## src/rtl/pt_walker_pkg.sv

```systemverilog
package pt_walker_pkg;

  typedef enum logic [2:0] {
    ST_IDLE    = 3'd0,
    ST_READ_L1 = 3'd1,
    ST_WAIT_L1 = 3'd2,
    ST_READ_L2 = 3'd3,
    ST_WAIT_L2 = 3'd4,
    ST_DONE    = 3'd5,
    ST_FAULT   = 3'd6
  } walk_state_e;

  localparam int RIGHTS_W = 2;
  typedef logic [RIGHTS_W-1:0] rights_t;

  localparam int PRESENT_BIT = 0;
  localparam int RIGHTS_LSB  = 1;

endpackage

```

## src/rtl/pt_walk_fsm.sv

```systemverilog
module pt_walk_fsm
  import pt_walker_pkg::*;
(
  input  logic        clk,
  input  logic        rst_n,
  input  logic        req_valid,
  input  logic        mem_req_ready,
  input  logic        mem_rsp_valid,
  input  logic        entry_present,
  input  logic        res_ack,
  output walk_state_e state,
  output logic        req_ready,
  output logic        mem_req_valid,
  output logic        use_l2,
  output logic        res_valid,
  output logic        accept,
  output logic        l1_take,
  output logic        l2_take
);

  walk_state_e state_q;
  walk_state_e state_d;

  always_comb begin
    state_d = state_q;
    unique case (state_q)
      ST_IDLE:    if (req_valid) state_d = ST_READ_L1;
      ST_READ_L1: if (mem_req_ready) state_d = ST_WAIT_L1;
      ST_WAIT_L1: if (mem_rsp_valid) state_d = entry_present ? ST_READ_L2 : ST_FAULT;
      ST_READ_L2: if (mem_req_ready) state_d = ST_WAIT_L2;
      ST_WAIT_L2: if (mem_rsp_valid) state_d = entry_present ? ST_DONE : ST_FAULT;
      ST_DONE:    if (res_ack) state_d = ST_IDLE;
      ST_FAULT:   if (res_ack) state_d = ST_IDLE;
      default:    state_d = ST_IDLE;
    endcase
  end

  always_ff @(posedge clk or negedge rst_n) begin
    if (!rst_n) state_q <= ST_IDLE;
    else        state_q <= state_d;
  end

  assign state         = state_q;
  assign req_ready     = (state_q == ST_IDLE);
  assign mem_req_valid = (state_q == ST_READ_L1) || (state_q == ST_READ_L2);
  assign use_l2        = (state_q == ST_READ_L2);
  assign res_valid     = (state_q == ST_DONE) || (state_q == ST_FAULT);
  assign accept        = req_ready && req_valid;
  assign l1_take       = (state_q == ST_WAIT_L1) && mem_rsp_valid;
  assign l2_take       = (state_q == ST_WAIT_L2) && mem_rsp_valid;

endmodule

```

## src/rtl/pt_addr_gen.sv

```systemverilog
module pt_addr_gen #(
  parameter int IDX_W  = 10,
  parameter int OFF_W  = 12,
  parameter int ADDR_W = 32
) (
  input  logic                    use_l2,
  input  logic [ADDR_W-OFF_W-1:0] root_frame,
  input  logic [ADDR_W-OFF_W-1:0] table_frame,
  input  logic [IDX_W-1:0]        idx_top,
  input  logic [IDX_W-1:0]        idx_mid,
  output logic [ADDR_W-1:0]       entry_addr
);

  localparam int PAD_W = OFF_W - IDX_W - 2;

  logic [ADDR_W-OFF_W-1:0] sel_frame;
  logic [IDX_W-1:0]        sel_idx;

  assign sel_frame = use_l2 ? table_frame : root_frame;
  assign sel_idx   = use_l2 ? idx_mid : idx_top;

  generate
    if (PAD_W > 0) begin : g_pad
      assign entry_addr = {sel_frame, {PAD_W{1'b0}}, sel_idx, 2'b00};
    end else begin : g_nopad
      assign entry_addr = {sel_frame, sel_idx, 2'b00};
    end
  endgenerate

endmodule

```

## src/rtl/pt_entry_decode.sv

```systemverilog
module pt_entry_decode
  import pt_walker_pkg::*;
#(
  parameter int OFF_W  = 12,
  parameter int ADDR_W = 32
) (
  input  logic [ADDR_W-1:0]       entry,
  output logic                    present,
  output rights_t                 rights,
  output logic [ADDR_W-OFF_W-1:0] frame
);

  assign present = entry[PRESENT_BIT];
  assign rights  = entry[RIGHTS_LSB +: RIGHTS_W];
  assign frame   = entry[ADDR_W-1:OFF_W];

endmodule

```

## src/rtl/pt_walker.sv

```systemverilog
module pt_walker
  import pt_walker_pkg::*;
#(
  parameter int IDX_W = 10,
  parameter int OFF_W = 12
) (
  input  logic                       clk,
  input  logic                       rst_n,
  input  logic [32-OFF_W-1:0]        cfg_root_frame,
  input  logic                       req_valid,
  output logic                       req_ready,
  input  logic [2*IDX_W+OFF_W-1:0]   req_vaddr,
  output logic                       mem_req_valid,
  input  logic                       mem_req_ready,
  output logic [31:0]                mem_req_addr,
  input  logic                       mem_rsp_valid,
  input  logic [31:0]                mem_rsp_data,
  output logic                       res_valid,
  input  logic                       res_ack,
  output logic                       res_fault,
  output logic                       res_fault_level,
  output logic [31:0]                res_paddr,
  output logic [1:0]                 res_rights
);

  localparam int ADDR_W  = 32;
  localparam int VA_W    = 2 * IDX_W + OFF_W;
  localparam int FRAME_W = ADDR_W - OFF_W;

  // reset: asynchronous assertion, synchronous release
  logic rst_meta_n;
  logic rst_sync_n;

  always_ff @(posedge clk or negedge rst_n) begin
    if (!rst_n) begin
      rst_meta_n <= 1'b0;
      rst_sync_n <= 1'b0;
    end else begin
      rst_meta_n <= 1'b1;
      rst_sync_n <= rst_meta_n;
    end
  end

  walk_state_e state;
  logic        use_l2;
  logic        accept;
  logic        l1_take;
  logic        l2_take;
  logic        entry_present;
  rights_t     entry_rights;
  logic [FRAME_W-1:0] entry_frame;

  logic [VA_W-1:0]    vaddr_q;
  logic [FRAME_W-1:0] root_q;
  logic [FRAME_W-1:0] table_q;
  logic [FRAME_W-1:0] res_frame_q;
  rights_t            res_rights_q;
  logic               res_fault_q;
  logic               res_level_q;

  pt_walk_fsm u_fsm (
    .clk           (clk),
    .rst_n         (rst_sync_n),
    .req_valid     (req_valid),
    .mem_req_ready (mem_req_ready),
    .mem_rsp_valid (mem_rsp_valid),
    .entry_present (entry_present),
    .res_ack       (res_ack),
    .state         (state),
    .req_ready     (req_ready),
    .mem_req_valid (mem_req_valid),
    .use_l2        (use_l2),
    .res_valid     (res_valid),
    .accept        (accept),
    .l1_take       (l1_take),
    .l2_take       (l2_take)
  );

  pt_entry_decode #(.OFF_W(OFF_W), .ADDR_W(ADDR_W)) u_dec (
    .entry   (mem_rsp_data),
    .present (entry_present),
    .rights  (entry_rights),
    .frame   (entry_frame)
  );

  pt_addr_gen #(.IDX_W(IDX_W), .OFF_W(OFF_W), .ADDR_W(ADDR_W)) u_addr (
    .use_l2      (use_l2),
    .root_frame  (root_q),
    .table_frame (table_q),
    .idx_top     (vaddr_q[VA_W-1 -: IDX_W]),
    .idx_mid     (vaddr_q[OFF_W +: IDX_W]),
    .entry_addr  (mem_req_addr)
  );

  // request capture
  always_ff @(posedge clk or negedge rst_sync_n) begin
    if (!rst_sync_n) begin
      vaddr_q <= '0;
      root_q  <= '0;
    end else if (accept) begin
      vaddr_q <= req_vaddr;
      root_q  <= cfg_root_frame;
    end
  end

  // second-level table frame
  always_ff @(posedge clk or negedge rst_sync_n) begin
    if (!rst_sync_n)                  table_q <= '0;
    else if (l1_take && entry_present) table_q <= entry_frame;
  end

  // leaf result
  always_ff @(posedge clk or negedge rst_sync_n) begin
    if (!rst_sync_n) begin
      res_frame_q  <= '0;
      res_rights_q <= '0;
    end else if (l2_take && entry_present) begin
      res_frame_q  <= entry_frame;
      res_rights_q <= entry_rights;
    end
  end

  // fault flag and level
  always_ff @(posedge clk or negedge rst_sync_n) begin
    if (!rst_sync_n) begin
      res_fault_q <= 1'b0;
      res_level_q <= 1'b0;
    end else if (l1_take || l2_take) begin
      res_fault_q <= !entry_present;
      res_level_q <= l2_take;
    end
  end

  assign res_fault       = res_fault_q;
  assign res_fault_level = res_level_q;
  assign res_paddr       = {res_frame_q, vaddr_q[OFF_W-1:0]};
  assign res_rights      = res_rights_q;

endmodule

```

## config.mk

```make
export PLATFORM = sky130hd
export DESIGN_NAME = pt_walker
export DESIGN_NICKNAME = d
export VERILOG_FILES = /design/src/rtl/pt_walker_pkg.sv /design/src/rtl/pt_walk_fsm.sv /design/src/rtl/pt_addr_gen.sv /design/src/rtl/pt_entry_decode.sv /design/src/rtl/pt_walker.sv
export SDC_FILE = /design/constraint.sdc
export NUM_CORES = 1
export LEC_CHECK = 0
export ABC_AREA = 1
export ABC_CLOCK_PERIOD_IN_PS = 4700
export BUFFER_PORTS_ARGS = -buffer_cell sky130_fd_sc_hd__buf_2
export CAP_MARGIN = 10
export CORE_ASPECT_RATIO = 0.8
export CORE_MARGIN = 3
export CORE_UTILIZATION = 54
export DETAILED_ROUTE_END_ITERATION = 12
export PLACE_DENSITY = 0.92
export SYNTH_ARGS = -nofsm -noshare
export SYNTH_HDL_FRONTEND = slang
export SYNTH_SLANG_ARGS = --single-unit
```

## constraint.sdc

```tcl
create_clock -name clk -period 4.7 [get_ports clk]
set_input_delay 0.705 -clock clk [delete_from_list [all_inputs] [get_ports clk]]
set_output_delay 0.705 -clock clk [all_outputs]
set_load 0.01 [all_outputs]
```

## After elaboration in Yosys (flattened, before gate mapping)

Index checks and enable logic that the tools add are counted.

| word-level totals | value |
|---|---|
| input port bits | 90 |
| bits in latches | 0 |
| memory bits (writable) | 0 |
| memories kept | 0 |
| logic and storage cells | 45 |
| flip-flop bits (word level) | 101 |
| memory bits (read-only) | 0 |

| operators by class | value |
|---|---|
| equality and inequality tests | 12 |
| reduce and logical (&&, ||, !) cells | 12 |
| shifts and indexed selects | 0 |
| multiply operators | 0 |
| divide/modulo/power cells | 0 |
| bitwise gates (word level) | 0 |
| $lt $le $gt $ge | 0 |
| $add $sub $neg | 0 |
| muxes and demuxes | 11 |

Operators with widths:

| operator | number |
|---|---|
| 3-bit two-way mux | 7 |
| 20-bit two-way mux | 1 |
| 3-bit one-hot mux with 6 select lines | 1 |
| 10-bit two-way mux | 1 |
| 2-bit inequality test (second input constant) | 5 |
| 3-bit == test (second input constant) | 3 |
| 3-bit by 2-bit == test with 1-bit output (second input constant) | 2 |
| 6-bit AND reduction | 1 |
| 1-bit logical AND | 5 |
| 3-bit by 1-bit == test with 1-bit output (second input constant) | 1 |
| 3-bit zero test | 1 |
| 1-bit logical OR | 3 |
| 2-bit two-way mux | 1 |
| 2-bit by 1-bit inequality test with 1-bit output (second input constant) | 1 |
| 2-bit OR reduction | 1 |
| 1-bit zero test | 1 |

## Longest topological paths before layout

Gate-level depths: netlist (run 1).

| logic depth | value |
|---|---|
| word-level depth | 4 |
| mapped depth | 8 |
| depth with buffers taken out | 8 |

## Modules after synthesis

A second synthesis (run 1) with hierarchy kept.

| unflattened totals | value |
|---|---|
| cell total of the unflattened synthesis | 580 |
| area, all modules | 4834.6 um^2 |

By module, submodules not included:

| module | sequential area each (um^2) | area each (um^2) | times used | cells an instance |
|---|---|---|---|---|
| pt_walker | 2452.4 | 3925.0 | 1 | 402 |
| pt_addr_gen | 0.0 | 390.4 | 1 | 100 |
| pt_walk_fsm | 75.1 | 346.6 | 1 | 55 |
| pt_entry_decode | 0.0 | 172.7 | 1 | 23 |

## Worst setup path after synthesis (run 1)

No wires, ideal clock.

| timing | value |
|---|---|
| path kind | flip-flop to output port |
| start | register u_fsm.state_q[2] (netlist: u_fsm.state[2]) |
| end | output mem_req_addr[10] |
| required time | 3.995 ns |
| cell stages (with the launch flop) | 6 |
| slack | 2.825 ns |
| data arrival time | 1.170 ns |
| buffers on the path | 2 |
| cell sequence | dfrtp_1 > buf_2 > inv_2 > nand2_4 > buf_6 > mux2_4 |

| between the ends | value |
|---|---|
| longest elaborated chain between the ends | 2 |

Ends and longest elaborated chain:

| item | line | RTL |
|---|---|---|
| from (decl) | pt_walk_fsm.sv:21 | `walk_state_e state_q;` |
| from (signal assigned) | pt_walk_fsm.sv:40 | `else state_q <= state_d;` |
| 3-bit by 2-bit == test with 1-bit output | pt_walk_fsm.sv:46 | `assign use_l2 = (state_q == ST_READ_L2);` |
| 10-bit two-way mux | pt_addr_gen.sv:20 | `assign sel_idx = use_l2 ? idx_mid : idx_top;` |
| to (decl) | pt_walker.sv:15 | `output logic [31:0] mem_req_addr,` |

Every way passes these cells.

## Worst setup path in the final report (run 1)

| timing | value |
|---|---|
| start | register u_fsm.state_q[1] (netlist: u_fsm.state[1]) |
| end | output req_ready |

| between the ends | value |
|---|---|
| longest elaborated chain between the ends | 1 |

Ends and longest elaborated chain:

| item | line | RTL |
|---|---|---|
| 3-bit zero test | pt_walk_fsm.sv:44 | `assign req_ready = (state_q == ST_IDLE);` |
| to (decl) | pt_walker.sv:11 | `output logic req_ready,` |

Every way passes these cells.

==> flow_summary.ini, run 1 <==
[run_status]
status = complete, no violations

[setup_path]
max_stage_delay_ns = 0.68
critPathLaunchType = flop
worstRegToRegCells = 6
critPathRequiredTime_ns = 3.99
cp_num_buf_inv = 2
rr_endpoint = vaddr_q[12]
crit_type = reg -> out
r2r_start = u_fsm.state[1]
arrival_ns = 2.15
path_cells = nor2_4 > nand2_1 > inv_2 > buf_2
reg2reg_setup_slack_ns = 2.09
crit_path_top_delay_cell = inv_2
crit_path_end_kind = output port
crit_family = buffers and inverters
crit_path_max_fanout = 54

[global_routing]
antenna_found_initial = 1
grt_max_degree = 55
grt_pass1_wl_um = 17000
grt_pass1_vias = 3667
overflow = 0
grtUsageTotal_pct = 22.3

[cells_and_area]
area_delta_synth_final_pct = 19.6
final_common_cell = nand2_1
final_cell_mix = nand2_1 (170), buf_2 (149), dfrtp_1 (100)
nNetsFinal = 710
n_antenna_cell = 0
drive_gt1_share_pct = 36.2
fillCellCount = 657

[timing]
period_needed_ns = 2.86
tightest_slew_ns = 0.956
max_freq_mhz = 350
slew_headroom_pct = 36.2
skew_ns = 0.00962
setup_tns_ns = 0
slew_violations = 0
rsz0062_at_grt = no
setup_viol = 0
fin_crit_sh_pct = 60.8
hold_ws_ns = 0.125
finalHoldViolations = 0

[route]
wl_met3_um = 897
wirelength_um = 10700
wl_per_cell_um = 14.5
dr_wl_met2_um = 5090
post_drt_via_cell_ratio = 5.20
vias = 3810
dr.first_iter.drc_count = 252
remaining_drc_errors = 0
wirelength_met1_um = 4570
highest_layer = met5
firstDrtPassIters = 4
antenna_left = 0

[power_and_ir_drop]
ir_worst_vdd_mv = 0.436
combPwrFrac_pct = 44.5
p_switching_w = 0.00144
switching_share_pct = 39.2
leakage_nw = 3.20
p_seq_share_pct = 41.6
p_int_w = 0.00223
pwr-share-clk_pct = 13.9
power-per-cell-area_mw_per_mm2 = 665

[cts]
clock_latency_ns = 0.34
cts_buffer_depth = 2
cts_setup_buffers = 0
path_clk_slew_ns = 0.09
cts_tree = done
clock-sinks = 101
numCtsBuffers = 9
cts_resized = 0
hold_buffers = 0
cts_max_level = 3
root_buffer = clkbuf_8

[floorplanning]
die_area_mm2 = 0.00971
fp.dieH_um = 88.7
initial_core_util_pct = 56.8
core_mm2 = 0.00813
io_pins = 161
die_w_um = 109
row_count = 29

[synthesis]
synth_area_leaders = dfrtp_1 (55%), nand2_1 (14%), mux2_4 (9.1%)
ys_seq_area_share_pct = 54.7
yosysWarnings = 0
avgSynthCellArea_um2 = 9.51
syn_inst = 486
post_synth_instance_area_mm2 = 0.00462
synth_area_leader_cell = dfrtp_1
yosys.area.top_type_share_pct = 54.7
ys_ff_latch = 101
yosysUniqueCellTypes = 24

[flow_run]
drv_cap = 0

[min_path]
min_path_type = in -> async

[placed_design]
numPortBuffers = 149
place.detailed.hpwl_um = 7360
gp_congestion = 0.922
==> worst max path at each step <==
stage	startpoint	end	slack [ns]	cells after the start
floorplan	rst_sync_n	res_fault	1.68	0
global placement	u_fsm.state[1]	vaddr_q[12]	2.26	6
detailed placement	u_fsm.state[1]	vaddr_q[12]	2.17	6
CTS	u_fsm.state[1]	req_ready	1.84	4
global route	u_fsm.state[1]	req_ready	1.67	4
finish	u_fsm.state[1]	req_ready	1.84	4
==> cell families after synthesis <==
family	count (synthesis)	share of synthesized area (%)
AND/OR/NAND/NOR	246	22.6
flip-flops	101	54.7
buffers and inverters	63	6.88
AO/OA/AOI/OAI	45	6.34
multiplexers	29	9.34
other	2	0.163
==> power by group through the flow <==
stage          sequential (W)  clock (W)  combinational [W]
5_1_grt               0.00158   0.000563            0.00182
2_1_floorplan         0.00156          0            0.00109
6_report              0.00153   0.000511            0.00163
3_3_place_gp          0.00151          0            0.00158
3_5_place_dp          0.00154          0            0.00165
4_1_cts               0.00152   0.000527            0.00165
==> metrics by stage <==
stage | instances | setup slack, ns | total power, W | instance area [um2] | util, %
after CTS | 733 | 1.84 | 0.00370 | 5520 | 68.0
after global routing | 733 | 1.67 | 0.00396 | 5520 | 68.0
after floorplan | 487 | 1.68 | 0.00265 | 4620 | -
after detailed placement | 717 | 2.17 | 0.00319 | 5340 | 65.7
after global placement | 717 | 2.26 | 0.00309 | 5340 | 65.7
final | 733 | 1.84 | 0.00367 | 5520 | 68.0
==> cell type report <==
class	instances	area, um2	share of cell area [%]
timing repair buffer	152	768	13.9
clock inverter	4	32.5	0.589
clock buffer	12	155	2.81
tap	108	135	2.45
multi-input combinational	323	1780	32.2
inverter	33	124	2.24
sequential	101	2530	45.8
==> flip-flops by register name, summed over array words and instances (netlist names) <==
name and cells:
rst_sync_n 1, res_fault_level 1, res_rights 2, res_fault 1
res_frame_q 20, root_q 20, vaddr_q 32, table_q 20
rst_meta_n 1, u_fsm.state 3
==> synth_stat cells <==
master,count
clkbuf_1,6
buf_2,14
nor2_4,1
buf_4,3
nand3_2,1
conb_1,2
nand3_1,61
inv_1,28
nor2_2,1
nand2_4,2
a21oi_1,2
nand4_1,3
inv_2,5
mux2_4,28
o21ai_0,3
nand2_2,1
buf_6,7
nand2_1,170
o21ai_2,18
nor2_1,5
o21ai_1,22
dfrtp_1,101
nor3_1,1
mux2_2,1
==> routing by layer <==
layer  track usage, %  up-vias
li1                 -     1827
met1             29.4     1826
met2             37.0      144
met3             6.05       11
met4             5.78        2
met5                0        -
No activity file was read; power rests on OpenSTA's default activity.
==> inputs of run 2 (changes only) <==
Settings changed: ABC_CLOCK_PERIOD_IN_PS 4700 to 2900, CORE_UTILIZATION 54 to 50, PLACE_DENSITY 0.92 to 0.87.
Clock period 4.7 ns to 2.9 ns, I/O delays scaled along.
==> run 2 against run 1 <==
  * Via count down 0.55%
  * Die area up 7.5%
  * Clock power grew 120%
  * Hold slack gained 0.18 ns
  * Cell count rose by 0.82%
  * Sequential share of layout area fell by 1.0 points
  * Flip-flop and latch count unchanged
  * Core utilization is 3.4 points lower
  * Critical path depth stayed put
  * Highest routed layer unchanged
==> flow_summary.ini, run 2 (synthesis gave the netlist of run 1 again) <==
[route]
firstDrtPassIters = 5
wl_per_cell_um = 14.9
post_drt_via_cell_ratio = 5.13
antenna_left = 0
remaining_drc_errors = 0
dr.first_iter.drc_count = 295
wirelength_um = 11000
vias = 3789

[setup_path]
critPathRequiredTime_ns = 2.47
critPathLaunchType = flop
worstRegToRegCells = 6
crit_path_max_fanout = 31
max_stage_delay_ns = 0.51
crit_path_end_kind = output port
arrival_ns = 2.07
path_cells = inv_2 > nand2_4 > mux2_2 > buf_2
rr_endpoint = vaddr_q[12]
cp-endpoint = mem_req_addr[5]
r2r_start = u_fsm.state[1]
crit_family = flip-flops
cp_num_buf_inv = 2
crit_type = reg -> out
worstSetupPathDepth = 4
reg2reg_setup_slack_ns = 0.89
startpoint = u_fsm.state[2]
crit_path_top_delay_cell = dfrtp_1

[timing]
period_needed_ns = 2.50
slew_headroom_pct = 44.4
slew_violations = 0
skew_ns = 0.00989
max_freq_mhz = 400
finalHoldViolations = 0
fin_crit_sh_pct = 86.3
setup_viol = 0
rsz0062_at_grt = no
hold_ws_ns = 0.308
tightest_slew_ns = 0.833
setup_tns_ns = 0

[run_status]
status = complete, no violations

[cells_and_area]
largest_reg_flops = 32
n_antenna_cell = 0
final_cell_area_mm2 = 0.00565
nNetsFinal = 712
area_delta_synth_final_pct = 22.3
drive_gt1_share_pct = 36.0
final_common_cell = nand2_1
final_cell_mix = nand2_1 (170), buf_2 (149), dfrtp_1 (100)
largest_register = vaddr_q

[floorplanning]
die_w_um = 113
row_count = 30
initial_core_util_pct = 52.8
core_mm2 = 0.00875
die_area_mm2 = 0.0104
io_pins = 161
fp.dieH_um = 92.0

[cts]
cts_setup_buffers = 0
clock_latency_ns = 0.33
path_clk_slew_ns = 0.07
cts_tree = done
root_buffer = clkbuf_16
numCtsBuffers = 9
clock-sinks = 101
cts_resized = 0
cts_buffer_depth = 2
hold_buffers = 1
cts_max_level = 3

[global_routing]
grtUsageTotal_pct = 21.4
overflow = 0
antenna_found_initial = 2
grt_max_degree = 54
grt_pass1_vias = 3705
grt_pass1_wl_um = 18100

[flow_run]
drv_cap = 0

[placed_design]
place.detailed.hpwl_um = 7750
gp_congestion = 0.841
placed_cell_area_mm2 = 0.00536
numPortBuffers = 149

[power_and_ir_drop]
leakage_nw = 3.26
ir_worst_vdd_mv = 0.560
power-per-cell-area_mw_per_mm2 = 1110

[min_path]
min_path_type = in -> reg
whs_path_depth = 3
==> run 2: cell type report <==
type                    instances  area (um2)
fillers                       739        3100
flip-flops and latches        101        2530
multi-input cells             323        1780
repair buffers                154         798
clock buffers                  12         246
well taps                     112         140
inverters                      33         124
clock inverters                 4        32.5
==> run 2: per-layer routing <==
layer	wire [um]	up-vias	track usage, %	part of all wire, %
met5	23	-	0	0.21
met4	66	4	5.01	0.60
met3	823	8	5.34	7.5
met2	5280	156	34.3	48
met1	4780	1791	29.6	44
li1	-	1830	-	-
==> run 2: power breakdown <==
| part | switching (W) | total [W] | internal (W) |
|---|---|---|---|
| Combinational | 0.00148 | 0.00268 | 0.00119 |
| Sequential | 0.000406 | 0.00248 | 0.00207 |
| Clock | 0.000509 | 0.00112 | 0.000611 |
| Total | 0.00240 | 0.00628 | 0.00388 |
==> run 2: worst reg2reg max path: cells and delay by family, from the launching register on <==
family | cells | cell delay (ns)
buffers and inverters | 1 | 0.32
and+or+nand+nor | 4 | 1.03
DFF | 1 | 0.47
AOI/OAI and AO/OA | 1 | 0.06
==> run 2: how the worst min path moves through the flow <==
stage	startpoint	endpoint	slack, ns
CTS	mem_rsp_data[1]	res_rights[0]	0.29
floorplan	rst_n	rst_meta_n	0.14
global route	mem_rsp_data[1]	res_rights[0]	0.32
detailed placement	rst_n	rst_meta_n	0.22
global placement	rst_n	rst_meta_n	0.22
finish	mem_rsp_data[1]	res_rights[0]	0.31
==> run 2: per-stage QoR <==
| stage | setup WS (ns) | power (W) | util (%) | std cells |
|---|---|---|---|---|
| 4_1_cts | 0.406 | 0.00634 | 64.6 | 739 |
| 3_5_place_dp | 0.770 | 0.00519 | 61.3 | 722 |
| 2_1_floorplan | 1.20 | 0.00429 | - | 487 |
| 6_report | 0.397 | 0.00628 | 64.6 | 739 |
| 3_3_place_gp | 0.791 | 0.00505 | 61.3 | 722 |
| 5_1_grt | 0.330 | 0.00674 | 64.6 | 739 |
==> inputs of run 3 (changes only) <==
Settings changed: CELL_PAD_IN_SITES_DETAIL_PLACEMENT set to 0, CELL_PAD_IN_SITES_GLOBAL_PLACEMENT set to 1, CORE_UTILIZATION 50 to 37.
==> run 3 against run 2 <==
  * First-iteration DRC count down 19%
  * Die area up 33%
  * Non-clock buffer count rose by 2
  * Setup slack better by 0.0018 ns
  * Fmax hardly changed
  * Count of clock-buffer cells in the layout is 1 lower
  * Cell area grew 1.4%
  * Clock power about the same
  * Critical path depth unchanged
  * Sequential power barely moved
  * Routed wire length is 3.9% higher
  * Hold slack worse by 0.013 ns
  * Largest cell class unchanged
  * Highest routed layer unchanged
==> flow_summary.ini, run 3 (synthesis gave the netlist of run 1 again) <==
[floorplanning]
io_pins = 161
fp.dieH_um = 106
row_count = 35
die_area_mm2 = 0.0139
die_w_um = 131
initial_core_util_pct = 38.9
core_mm2 = 0.0119

[timing]
rsz0062_at_grt = no
setup_viol = 0
fin_crit_sh_pct = 86.2
max_freq_mhz = 400
tightest_slew_ns = 0.827
setup_tns_ns = 0
skew_ns = 0.00471
slew_violations = 0
finalHoldViolations = 0
hold_ws_ns = 0.295
slew_headroom_pct = 44.8
period_needed_ns = 2.50

[cts]
numCtsBuffers = 9
path_clk_slew_ns = 0.07
clock_latency_ns = 0.34
cts_buffer_depth = 2
cts_tree = done
cts_resized = 0
clock-sinks = 101
cts_max_level = 3
root_buffer = clkbuf_16

[global_routing]
grtUsageTotal_pct = 16.8
overflow = 0
grt_max_degree = 85
grt_pass1_wl_um = 18500
grt_pass1_vias = 3622
antenna_found_initial = 1

[route]
post_drt_via_cell_ratio = 4.73
remaining_drc_errors = 0
firstDrtPassIters = 4
wirelength_um = 11400
wl_per_cell_um = 14.3
vias = 3759
antenna_left = 0
dr.first_iter.drc_count = 238

[setup_path]
critPathRequiredTime_ns = 2.47
critPathLaunchType = flop
crit_family = flip-flops
path_cells = inv_2 > nand2_4 > mux2_2 > buf_2
crit_path_end_kind = output port
max_stage_delay_ns = 0.52
crit_path_max_fanout = 31
crit_path_top_delay_cell = dfrtp_1
arrival_ns = 2.07
cp_num_buf_inv = 2
crit_type = reg -> out

[cells_and_area]
final_common_cell = nand2_1
n_antenna_cell = 0
area_delta_synth_final_pct = 24.1
largest_reg_flops = 32
nNetsFinal = 714
largest_register = vaddr_q
postLayoutCoreUtil_pct = 48.3
final_cell_mix = nand2_1 (170), buf_2 (149), dfrtp_1 (100)
drive_gt1_share_pct = 36.2
final_cells = 795

[placed_design]
gp_congestion = 0.844
numPortBuffers = 149
dp_cells = 777
place.detailed.hpwl_um = 8090

[run_status]
status = complete, no violations

[power_and_ir_drop]
power-per-cell-area_mw_per_mm2 = 1090
ir_worst_vdd_mv = 0.451
leakage_nw = 3.26

[flow_run]
drv_cap = 0

[min_path]
min_path_type = in -> reg
run 3: cell count changes in the layout (fill, tap and decap cells not counted), sizes merged:
cell,previous run,this run
buf,153,155
clkbuf,12,11
clkinvlp,2,3
run 3: power breakdown:
| part | total (W) | internal, W | switching, W |
|---|---|---|---|
| Sequential | 0.00249 | 0.00208 | 0.000415 |
| Clock | 0.00111 | 0.000584 | 0.000528 |
| Combinational | 0.00265 | 0.00119 | 0.00146 |
| Total | 0.00625 | 0.00385 | 0.00240 |
run 3: what timing repair did:
item                                    4_1_cts  5_1_grt
endpoints found under the setup margin        0        0
setup buffers                                 0        0
hold buffers                                  1        0
endpoints found under the hold margin         2        0
run 3: final cells by class:
type	instances	area (um2)
fillers	1185	6140
flip-flops and latches	101	2530
well taps	166	208
clock buffers	11	233
multi-input cells	323	1780
inverters	33	124
clock inverters	5	36.3
repair buffers	156	821
run 3: stage by stage:
stage,total power (W),worst slack (ns),cell area (um2)
finish,0.00625,0.399,5730
global route,0.00676,0.271,5730
CTS,0.00634,0.346,5700
detailed placement,0.00519,0.740,5420
global placement,0.00511,0.776,5420
floorplan,0.00429,1.20,4620
run 3: worst reg2reg max path: cells and delay by family (launching register included):
kind	cells	cell delay [ns]
simple gates	4	1.05
flops	1	0.48
buf+inv	1	0.36
compound gates	1	0.06
run 3: final timing paths:
check	start	endpoint	cells after the start	slack, ns
min	mem_rsp_data[1]	res_rights[0]	3	0.30
min in group asynchronous	rst_sync_n	vaddr_q[4]	0	0.31
max in group asynchronous	rst_sync_n	table_q[2]	2	1.74
min reg2reg	rst_sync_n	vaddr_q[4]	0	0.31
max	u_fsm.state[2]	mem_req_addr[5]	4	0.40
max reg2reg	u_fsm.state[1]	vaddr_q[12]	6	0.82
run 3: per-layer routing:
| metal | global-route usage [%] | vias to the layer above | share of wire (%) |
|---|---|---|---|
| met5 | 0 | - | 0.11 |
| met4 | 4.63 | 2 | 0.72 |
| met3 | 5.73 | 8 | 8.1 |
| met2 | 24.8 | 129 | 45 |
| met1 | 23.6 | 1790 | 46 |
| li1 | - | 1830 | - |
